File: config.mk
export PLATFORM = sky130hd
export DESIGN_NAME = qstat_irq_unit
export DESIGN_NICKNAME = d
export VERILOG_FILES = /design/src/rtl/qsi_pkg.sv /design/src/rtl/qsi_cfg_regs.sv /design/src/rtl/qsi_err_latch.sv /design/src/rtl/qsi_src_mux.sv /design/src/rtl/qsi_int_gen.sv /design/src/rtl/qstat_irq_unit.sv
export SDC_FILE = /design/constraint.sdc
export NUM_CORES = 1
export LEC_CHECK = 0
export BUFFER_PORTS_ARGS = -buffer_cell sky130_fd_sc_hd__buf_2
export CAP_MARGIN = 25
export CORE_AREA = 2 2 209 211
export CTS_BUF_LIST = sky130_fd_sc_hd__clkbuf_4 sky130_fd_sc_hd__clkbuf_8
export DETAILED_ROUTE_END_ITERATION = 6
export DIE_AREA = 0 0 211 213
export PLACE_DENSITY_LB_ADDON = 0.2
export SYNTH_ARGS = -nofsm -noshare
export SYNTH_HDL_FRONTEND = slang
export SYNTH_SLANG_ARGS = --single-unit
File: constraint.sdc
create_clock -name clk -period 3.97 [get_ports clk]
set_input_delay 1.191 -clock clk [delete_from_list [all_inputs] [get_ports clk]]
set_output_delay 1.191 -clock clk [all_outputs]
set_load 0.01 [all_outputs]
File: src/rtl/qsi_pkg.sv
package qsi_pkg;
    localparam int WORD_W        = 32;
    localparam int LO_Q          = 32;
    localparam int HI_Q          = 32;
    localparam int STAT_BITS     = 4;
    localparam int ERR_BITS      = 2;
    localparam int STAT_PER_WORD = WORD_W / STAT_BITS;
    localparam int ERR_PER_WORD  = WORD_W / ERR_BITS;
    localparam int N_STAT_W      = LO_Q / STAT_PER_WORD;
    localparam int N_ERR_W       = LO_Q / ERR_PER_WORD;
    localparam int N_SEL_W       = N_STAT_W;
    localparam int LO_COND_W     = LO_Q * STAT_BITS;
    localparam int ERR_W         = LO_Q * ERR_BITS;

    // word map
    localparam int A_STAT    = 0;
    localparam int A_ERR     = A_STAT + N_STAT_W;
    localparam int A_HNE     = A_ERR + N_ERR_W;
    localparam int A_HFULL   = A_HNE + 1;
    localparam int A_SEL     = A_HFULL + 1;
    localparam int A_EN_LO   = A_SEL + N_SEL_W;
    localparam int A_EN_HI   = A_EN_LO + 1;
    localparam int A_INT_LO  = A_EN_HI + 1;
    localparam int A_INT_HI  = A_INT_LO + 1;
    localparam int N_WORDS   = A_INT_HI + 1;
    localparam int ADDR_W    = $clog2(N_WORDS);

    localparam int LATCH_MODE_BIT = 3;

    typedef enum logic [1:0] {
        SRC_EMPTY = 2'd0,
        SRC_NEAR_EMPTY = 2'd1,
        SRC_NEAR_FULL = 2'd2,
        SRC_FULL = 2'd3
    } src_sel_e;

    typedef struct packed {
        logic              en;
        logic [ADDR_W-1:0] addr;
        logic [WORD_W-1:0] data;
    } reg_wr_t;

    function automatic logic word_hit(input reg_wr_t w, input int a);
        return w.en && (int'(w.addr) == a);
    endfunction

    function automatic logic pick_cond(input logic [STAT_BITS-1:0] nib, input src_sel_e s);
        unique case (s)
            SRC_EMPTY:      return nib[0];
            SRC_NEAR_EMPTY: return nib[1];
            SRC_NEAR_FULL:  return nib[2];
            default:        return nib[3];
        endcase
    endfunction
endpackage

File: src/rtl/qsi_cfg_regs.sv
module qsi_cfg_regs
    import qsi_pkg::*;
(
    input  logic                       clk,
    input  logic                       rst,
    input  reg_wr_t                    wr,
    output logic [N_SEL_W*WORD_W-1:0]  sel_flat,
    output logic [LO_Q-1:0]            en_lo,
    output logic [HI_Q-1:0]            en_hi,
    output logic                       latch_mode
);
    for (genvar w = 0; w < N_SEL_W; w++) begin : g_sel
        always_ff @(posedge clk) begin
            if (rst)
                sel_flat[w*WORD_W +: WORD_W] <= '0;
            else if (word_hit(wr, A_SEL + w))
                sel_flat[w*WORD_W +: WORD_W] <= wr.data;
        end
    end

    always_ff @(posedge clk) begin
        if (rst) begin
            en_lo <= '0;
            en_hi <= '0;
        end else begin
            if (word_hit(wr, A_EN_LO)) en_lo <= wr.data[LO_Q-1:0];
            if (word_hit(wr, A_EN_HI)) en_hi <= wr.data[HI_Q-1:0];
        end
    end

    assign latch_mode = sel_flat[LATCH_MODE_BIT];
endmodule

File: src/rtl/qsi_err_latch.sv
module qsi_err_latch
    import qsi_pkg::*;
(
    input  logic             clk,
    input  logic             rst,
    input  reg_wr_t          wr,
    input  logic [LO_Q-1:0]  uf_evt,
    input  logic [LO_Q-1:0]  of_evt,
    output logic [ERR_W-1:0] err
);
    logic [ERR_W-1:0] evt;

    for (genvar q = 0; q < LO_Q; q++) begin : g_pair
        assign evt[ERR_BITS*q]     = uf_evt[q];
        assign evt[ERR_BITS*q + 1] = of_evt[q];
    end

    for (genvar w = 0; w < N_ERR_W; w++) begin : g_word
        logic [WORD_W-1:0] keep;
        always_comb keep = word_hit(wr, A_ERR + w) ? wr.data : '1;
        always_ff @(posedge clk) begin
            if (rst)
                err[w*WORD_W +: WORD_W] <= '0;
            else
                err[w*WORD_W +: WORD_W] <= (err[w*WORD_W +: WORD_W] & keep)
                                         | evt[w*WORD_W +: WORD_W];
        end
    end
endmodule

File: src/rtl/qsi_src_mux.sv
module qsi_src_mux
    import qsi_pkg::*;
(
    input  logic [LO_COND_W-1:0]       cond,
    input  logic [N_SEL_W*WORD_W-1:0]  sel_flat,
    output logic [LO_Q-1:0]            picked
);
    for (genvar q = 0; q < LO_Q; q++) begin : g_q
        src_sel_e s;
        assign s         = src_sel_e'(sel_flat[STAT_BITS*q +: 2]);
        assign picked[q] = pick_cond(cond[STAT_BITS*q +: STAT_BITS], s);
    end
endmodule

File: src/rtl/qsi_int_gen.sv
module qsi_int_gen
    import qsi_pkg::*;
#(
    parameter int N        = 32,
    parameter int CLR_ADDR = 14
) (
    input  logic          clk,
    input  logic          rst,
    input  logic          latch_mode,
    input  logic [N-1:0]  cond,
    input  reg_wr_t       wr,
    output logic [N-1:0]  stat
);
    logic [N-1:0] cond_q;
    logic [N-1:0] rise;
    logic [N-1:0] clr;

    always_comb begin
        rise = cond & ~cond_q;
        clr  = word_hit(wr, CLR_ADDR) ? wr.data[N-1:0] : '0;
    end

    always_ff @(posedge clk) begin
        if (rst) begin
            cond_q <= '0;
            stat   <= '0;
        end else begin
            cond_q <= cond;
            if (latch_mode)
                stat <= (stat & ~clr) | rise;
            else
                stat <= cond;
        end
    end
endmodule

File: src/rtl/qstat_irq_unit.sv
module qstat_irq_unit
    import qsi_pkg::*;
(
    input  logic                  clk,
    input  logic                  rst,
    input  logic [LO_COND_W-1:0]  lo_cond,
    input  logic [LO_Q-1:0]       lo_uf_evt,
    input  logic [LO_Q-1:0]       lo_of_evt,
    input  logic [HI_Q-1:0]       hi_ne,
    input  logic [HI_Q-1:0]       hi_full,
    input  logic                  reg_wen,
    input  logic [ADDR_W-1:0]     reg_addr,
    input  logic [WORD_W-1:0]     reg_wdata,
    output logic [WORD_W-1:0]     reg_rdata,
    output logic                  irq_lo,
    output logic                  irq_hi
);
    reg_wr_t                     wr;
    logic [N_SEL_W*WORD_W-1:0]   sel_flat;
    logic [LO_Q-1:0]             en_lo;
    logic [HI_Q-1:0]             en_hi;
    logic                        latch_mode;
    logic [ERR_W-1:0]            err_flat;
    logic [LO_Q-1:0]             lo_pick;
    logic [LO_Q-1:0]             int_lo;
    logic [HI_Q-1:0]             int_hi;
    logic [WORD_W-1:0]           rd_words [N_WORDS];

    always_comb begin
        wr.en   = reg_wen;
        wr.addr = reg_addr;
        wr.data = reg_wdata;
    end

    qsi_cfg_regs u_cfg (
        .clk(clk), .rst(rst), .wr(wr),
        .sel_flat(sel_flat), .en_lo(en_lo), .en_hi(en_hi),
        .latch_mode(latch_mode)
    );

    qsi_err_latch u_err (
        .clk(clk), .rst(rst), .wr(wr),
        .uf_evt(lo_uf_evt), .of_evt(lo_of_evt), .err(err_flat)
    );

    qsi_src_mux u_mux (
        .cond(lo_cond), .sel_flat(sel_flat), .picked(lo_pick)
    );

    qsi_int_gen #(.N(LO_Q), .CLR_ADDR(A_INT_LO)) u_int_lo (
        .clk(clk), .rst(rst), .latch_mode(latch_mode),
        .cond(lo_pick), .wr(wr), .stat(int_lo)
    );

    qsi_int_gen #(.N(HI_Q), .CLR_ADDR(A_INT_HI)) u_int_hi (
        .clk(clk), .rst(rst), .latch_mode(latch_mode),
        .cond(hi_ne), .wr(wr), .stat(int_hi)
    );

    always_comb begin
        for (int w = 0; w < N_STAT_W; w++)
            rd_words[A_STAT + w] = lo_cond[w*WORD_W +: WORD_W];
        for (int w = 0; w < N_ERR_W; w++)
            rd_words[A_ERR + w] = err_flat[w*WORD_W +: WORD_W];
        rd_words[A_HNE]   = WORD_W'(hi_ne);
        rd_words[A_HFULL] = WORD_W'(hi_full);
        for (int w = 0; w < N_SEL_W; w++)
            rd_words[A_SEL + w] = sel_flat[w*WORD_W +: WORD_W];
        rd_words[A_EN_LO]  = WORD_W'(en_lo);
        rd_words[A_EN_HI]  = WORD_W'(en_hi);
        rd_words[A_INT_LO] = WORD_W'(int_lo);
        rd_words[A_INT_HI] = WORD_W'(int_hi);
        reg_rdata = rd_words[reg_addr];
    end

    assign irq_lo = |(int_lo & en_lo);
    assign irq_hi = |(int_hi & en_hi);
endmodule

# Word-level counts from Yosys, hierarchy flattened
# Cells that the tools add are included.
# W data, S select, Z words.
# classes
magnitude_cmp	1
reduce_logical	44
n_eq_ne	74
muxes	41
bitwise_logic	17
# op_table
op	n
$and A32 B32 Y32	8
$mux W32	8
$bmux W32 S4	1
$not A32 Y32	4
$or A32 B32 Y32	4
$pmux W1 S3	32
$eq A2 B1 Y1 const B	32
$eq A2 B2 Y1 const B	32
$logic_not A2 Y1	32
$reduce_or A32 Y1	2
$eq A4 B4 Y1 const B	6
$logic_and A1 B1 Y1	10
$eq A4 B3 Y1 const B	2
$ge A5 B5 Y1 const B	1
$not A4 Y5	1
$eq A4 B1 Y1 const B	1
$eq A4 B2 Y1 const B	1
# totals
input_bits	295
out_inout_bits	34
reg_bits	384

# Longest topological paths before layout
# depth
ltp_word	7
ltp_mapped	7
depth_no_buf	3

# Modules after synthesis
# Synthesis repeated with hierarchy kept, for this count alone.
# hier_totals
hier_cells	1845
area_unflattened_um2	20014.2
# modules_own_cells
module	cells_per_inst	seq_area_each_um2	n_inst	area_per_inst_um2
qsi_cfg_regs	666	3843.7	1	7517.2
qstat_irq_unit	313	0.0	1	4016.4
qsi_err_latch	278	1281.2	1	2944.1
qsi_int_gen at u_int_lo	278	1281.2	1	2423.6
qsi_int_gen at u_int_hi	278	1281.2	1	2392.3
qsi_src_mux	32	0.0	1	720.7

# Worst setup path after synthesis
# No wires, ideal clock.
# synth_timing
kind	input to output
from	input port reg_addr[1]
to	output port reg_rdata[10]
arrival_ps	2425
path_slack_ps	354
path_stages	6
path_buffers	3
cell_sequence	buf_4 -> buf_2 -> buf_2 -> mux4_2 -> a22oi_1 -> nand2_1
# synth_via
elab_chain_cells	4
# synth_rtl
element	line	text
from (decl)	qstat_irq_unit.sv:12	input logic [ADDR_W-1:0] reg_addr,
$not A4 Y5 (implied by the code)	qstat_irq_unit.sv:73	reg_rdata = rd_words[reg_addr];
$bmux W32 S4	qstat_irq_unit.sv:73	
$mux W32 (implied by the code) (2 in series)	qstat_irq_unit.sv:73	
to (decl)	qstat_irq_unit.sv:14	output logic [WORD_W-1:0] reg_rdata,
# No other way between the ends. The select of a mux whose other input is x is not followed.

# Worst setup path in the final report
# layout_timing
from	input port reg_addr[0]
to	output port reg_rdata[5]
# Same word-level chain as after synthesis.

==> results.py <==
metrics = {
    "run_status": {
        "status": "complete, but fails checks",
        "failed_checks": "setup timing",
    },
    "final_layout": {
        "fillerInstances": 3827,
        "regArea_um2": 7690,
        "layout-drive-gt1-share": 0.335,
        "area_growth_pct": 22.2,
        "multiInputGateArea_um2": 10300,
        "finalNonFillerCells": 2896,
        "final_area_um2": 23300,
        "final_nets": 2598,
    },
    "die": {
        "die_area_um2": 44900,
        "ioPinCount": 329,
        "die_y_um": 213,
        "start_util": 0.447,
        "rows": 76,
        "core_um2": 42700,
        "die_w_um": 211,
    },
    "global_route": {
        "globalRouteMet1Util": 0.461,
        "grt_pass1_vias": 17964,
        "grt.overflow.total": 0,
        "antenna_found_initial": 1,
        "grt_usage": 0.335,
        "grtUsageMet3": 0.0887,
        "grt_pass1_wl_um": 113000,
        "grt_max_degree": 151,
        "grtUsageMet2": 0.502,
        "grt_busiest_layer": "met2",
    },
    "clock_network": {
        "numCtsBuffers": 69,
        "tritoncts": "built",
        "clock_latency_ns": 0.63,
        "cts.sinks": 384,
        "htreeDepth": 3,
        "clock_path_buffers": 3,
        "hold_buffers": 0,
        "cts_root_buf": "clkbuf_8",
        "path_clk_slew_ns": 0.06,
    },
    "logic_synthesis": {
        "ys_types": 28,
        "yosysWarnings": 0,
        "syn_inst": 2029,
        "netlist_area_um2": 19100,
        "avgSynthCellArea_um2": 9.40,
        "synth_nets": 2324,
        "yosysSeqAreaShare": 0.403,
        "ys_ff_latch": 384,
    },
    "routing": {
        "drtAntennaViolNets": 0,
        "drt-vias-per-instance": 6.44,
        "via_count": 18637,
        "drt_iter0_drc": 2537,
        "wl_per_cell_um": 26.5,
        "totalWireLength_um": 76700,
        "drtPass1Iterations": 7,
        "post-route-drc-count": 0,
    },
    "pwr": {
        "netSwitchingPower_mw": 2.61,
        "power_frac_clock": 0.418,
        "p_leak_nw": 8.75,
        "p_per_area_nw_per_um2": 405,
        "intPower_mw": 6.82,
        "max-vdd-ir-drop_mv": 0.223,
        "power.share.sequential": 0.436,
        "combinationalPowerShare": 0.146,
        "finalPower_mw": 9.43,
        "swShare": 0.277,
    },
    "sta": {
        "fmax_mhz": 247,
        "finalWorstSetupSlack_ns": -0.0792,
        "slew_viol_final": 0,
        "hold_viol_final": 0,
        "setup_violations": 19,
        "fin_crit_sh": 1.02,
        "rsz0062_at_grt": "true",
        "finClkSkew_ns": 0.0284,
        "fin_crit_ns": 4.05,
        "slew_headroom": 0.382,
        "worst_pin_slew_ns": 0.924,
    },
    "placed_design": {
        "place_area_um2": 21500,
        "dp_cells": 2763,
        "place_congestion": 0.949,
        "place.port_buffers": 328,
        "dp_hpwl_um": 51600,
    },
    "run": {
        "maxCapViolCount": 0,
    },
    "min_path": {
        "hold_class": "register to register",
    },
    "worst_setup_path": {
        "crit_fanout": 9,
        "r2r_slack_ns": 1.95,
        "worstSetupEndpointType": "primary output",
        "cp.required_ns": 2.78,
        "cp.arrival_ns": 2.86,
        "start_kind": "primary input",
        "critPathKind": "primary input to primary output",
    },
}
metal layers:
| metal | wire length, µm | share of wire | vias to the layer above |
|---|---|---|---|
| met5 | 101 | 0.0013 | - |
| met4 | 2800 | 0.036 | 2 |
| met3 | 9180 | 0.12 | 172 |
| met2 | 34100 | 0.44 | 1232 |
| met1 | 30500 | 0.40 | 9126 |
| li1 | - | - | 8105 |
synthesized netlist by cell type:
master / instances / share of area
a32o_1: 32 / 0.017
a22oi_1: 96 / 0.038
and2_1: 2 / 0.00066
nand4_1: 8 / 0.0026
clkbuf_1: 166 / 0.033
buf_6: 7 / 0.0041
nand2b_1: 2 / 0.00066
nand3b_1: 2 / 0.00079
o21ai_1: 17 / 0.0045
o31ai_1: 64 / 0.025
mux4_2: 160 / 0.19
and3_1: 1 / 0.00033
o21ai_0: 175 / 0.046
nor2b_1: 69 / 0.023
nor2_4: 1 / 0.00059
or4_1: 2 / 0.00079
buf_2: 54 / 0.014
dfxtp_1: 384 / 0.40
buf_1: 10 / 0.0020
a21oi_1: 288 / 0.076
inv_1: 64 / 0.013
a31o_2: 32 / 0.015
nand2_1: 161 / 0.032
or2_1: 1 / 0.00033
and3b_1: 1 / 0.00046
buf_4: 4 / 0.0016
nand3_1: 225 / 0.059
nor2_1: 1 / 0.00020
through the flow:
step	hold WS (ns)	setup WS, ns	utilization	TNS (ns)
after floorplan	0.445	0.354	-	0
after global placement	0.454	-0.180	0.503	-0.606
after detailed placement	0.460	-0.158	0.503	-0.795
after CTS	0.468	-0.0636	0.543	-0.518
after global routing	0.489	-0.120	0.546	-1.57
final	0.468	-0.0792	0.546	-0.729
state kept, by name (all words and copies together) (netlist names):
name / cells
u_cfg.sel_flat: 127
u_int_lo.stat: 32
u_err.err: 64
u_int_hi.stat: 32
u_cfg.en_hi: 32
u_int_lo.cond_q: 32
u_cfg.latch_mode: 1
u_int_hi.cond_q: 32
u_cfg.en_lo: 32
worst max-delay path: stages:
cell and delay, ns:
clkbuf_16 0.17, buf_16 0.12, buf_12 0.15, buf_4 0.15
mux4_2 0.49, a22oi_1 0.21, buf_4 0.16, nand2_1 0.05
buf_2 0.14
cells by family (layout without fill, tap and decap cells):
family | count (synthesis) | in the layout | synth area share
compound gates | 704 | 704 | 0.220
other cells | 0 | 1 | 0
mux | 160 | 160 | 0.189
buf+inv | 305 | 625 | 0.0671
simple gates | 476 | 476 | 0.121
flops | 384 | 384 | 0.403
final cells by class:
| cell class | instances | share of cell area |
|---|---|---|
| antenna | 1 | 0.000107 |
| clock buffer | 105 | 0.0564 |
| clock inverter | 12 | 0.00526 |
| inverter | 64 | 0.0103 |
| multi-input combinational | 1340 | 0.440 |
| sequential | 384 | 0.330 |
| tap | 546 | 0.0293 |
| timing repair buffer | 444 | 0.129 |
path summary, 6_finish.rpt:
| check | startpoint | endpoint | cells after the start |
|---|---|---|---|
| worst min-delay path | u_err.err[28]$_SDFF_PP0_ | u_err.err[28]$_SDFF_PP0_ | 2 |
| worst min register to register | u_err.err[28]$_SDFF_PP0_ | u_err.err[28]$_SDFF_PP0_ | 2 |
| worst max-delay path | reg_addr[0] | reg_rdata[5] | 9 |
| worst max register to register | u_cfg.latch_mode$_SDFFE_PP0P_ | u_int_lo.stat[10]$_SDFF_PP0_ | 5 |
power groups by stage:
stage / registers, mW / clock network, mW / logic (mW)
finish: 4.11 / 3.95 / 1.38
global route: 4.12 / 4.15 / 1.45
detailed placement: 4.19 / 0 / 1.28
CTS: 4.11 / 3.98 / 1.33
global placement: 4.19 / 0 / 1.28
floorplan: 4.14 / 0 / 0.715
repair_timing:
item,4_1_cts,5_1_grt
pin swaps,8,3
gates resized for setup,28,18
hold endpoints to repair,0,0
setup endpoints to repair,21,32
cloned,2,1
buffers inserted,6,6
placed cells by master, fill, tap and decap left out, types with 3 or more instances in the layout:
| cell | instances |
|---|---|
| a31o_2 | 32 |
| clkbuf_8 | 84 |
| a22oi_2 | 16 |
| clkbuf_4 | 21 |
| buf_6 | 10 |
| mux4_2 | 160 |
| nand2_1 | 157 |
| nor2b_1 | 64 |
| nand3_1 | 225 |
| o21ai_1 | 17 |
| buf_8 | 4 |
| inv_1 | 64 |
| o31ai_1 | 64 |
| buf_2 | 322 |
| clkinv_2 | 6 |
| buf_12 | 21 |
| dfxtp_1 | 383 |
| nand4_1 | 8 |
| nor2b_4 | 3 |
| buf_16 | 4 |
| buf_4 | 80 |
| a21oi_1 | 288 |
| o21ai_0 | 175 |
| a22oi_1 | 80 |
| a32o_1 | 32 |
(Power assumes the default switching activity.)
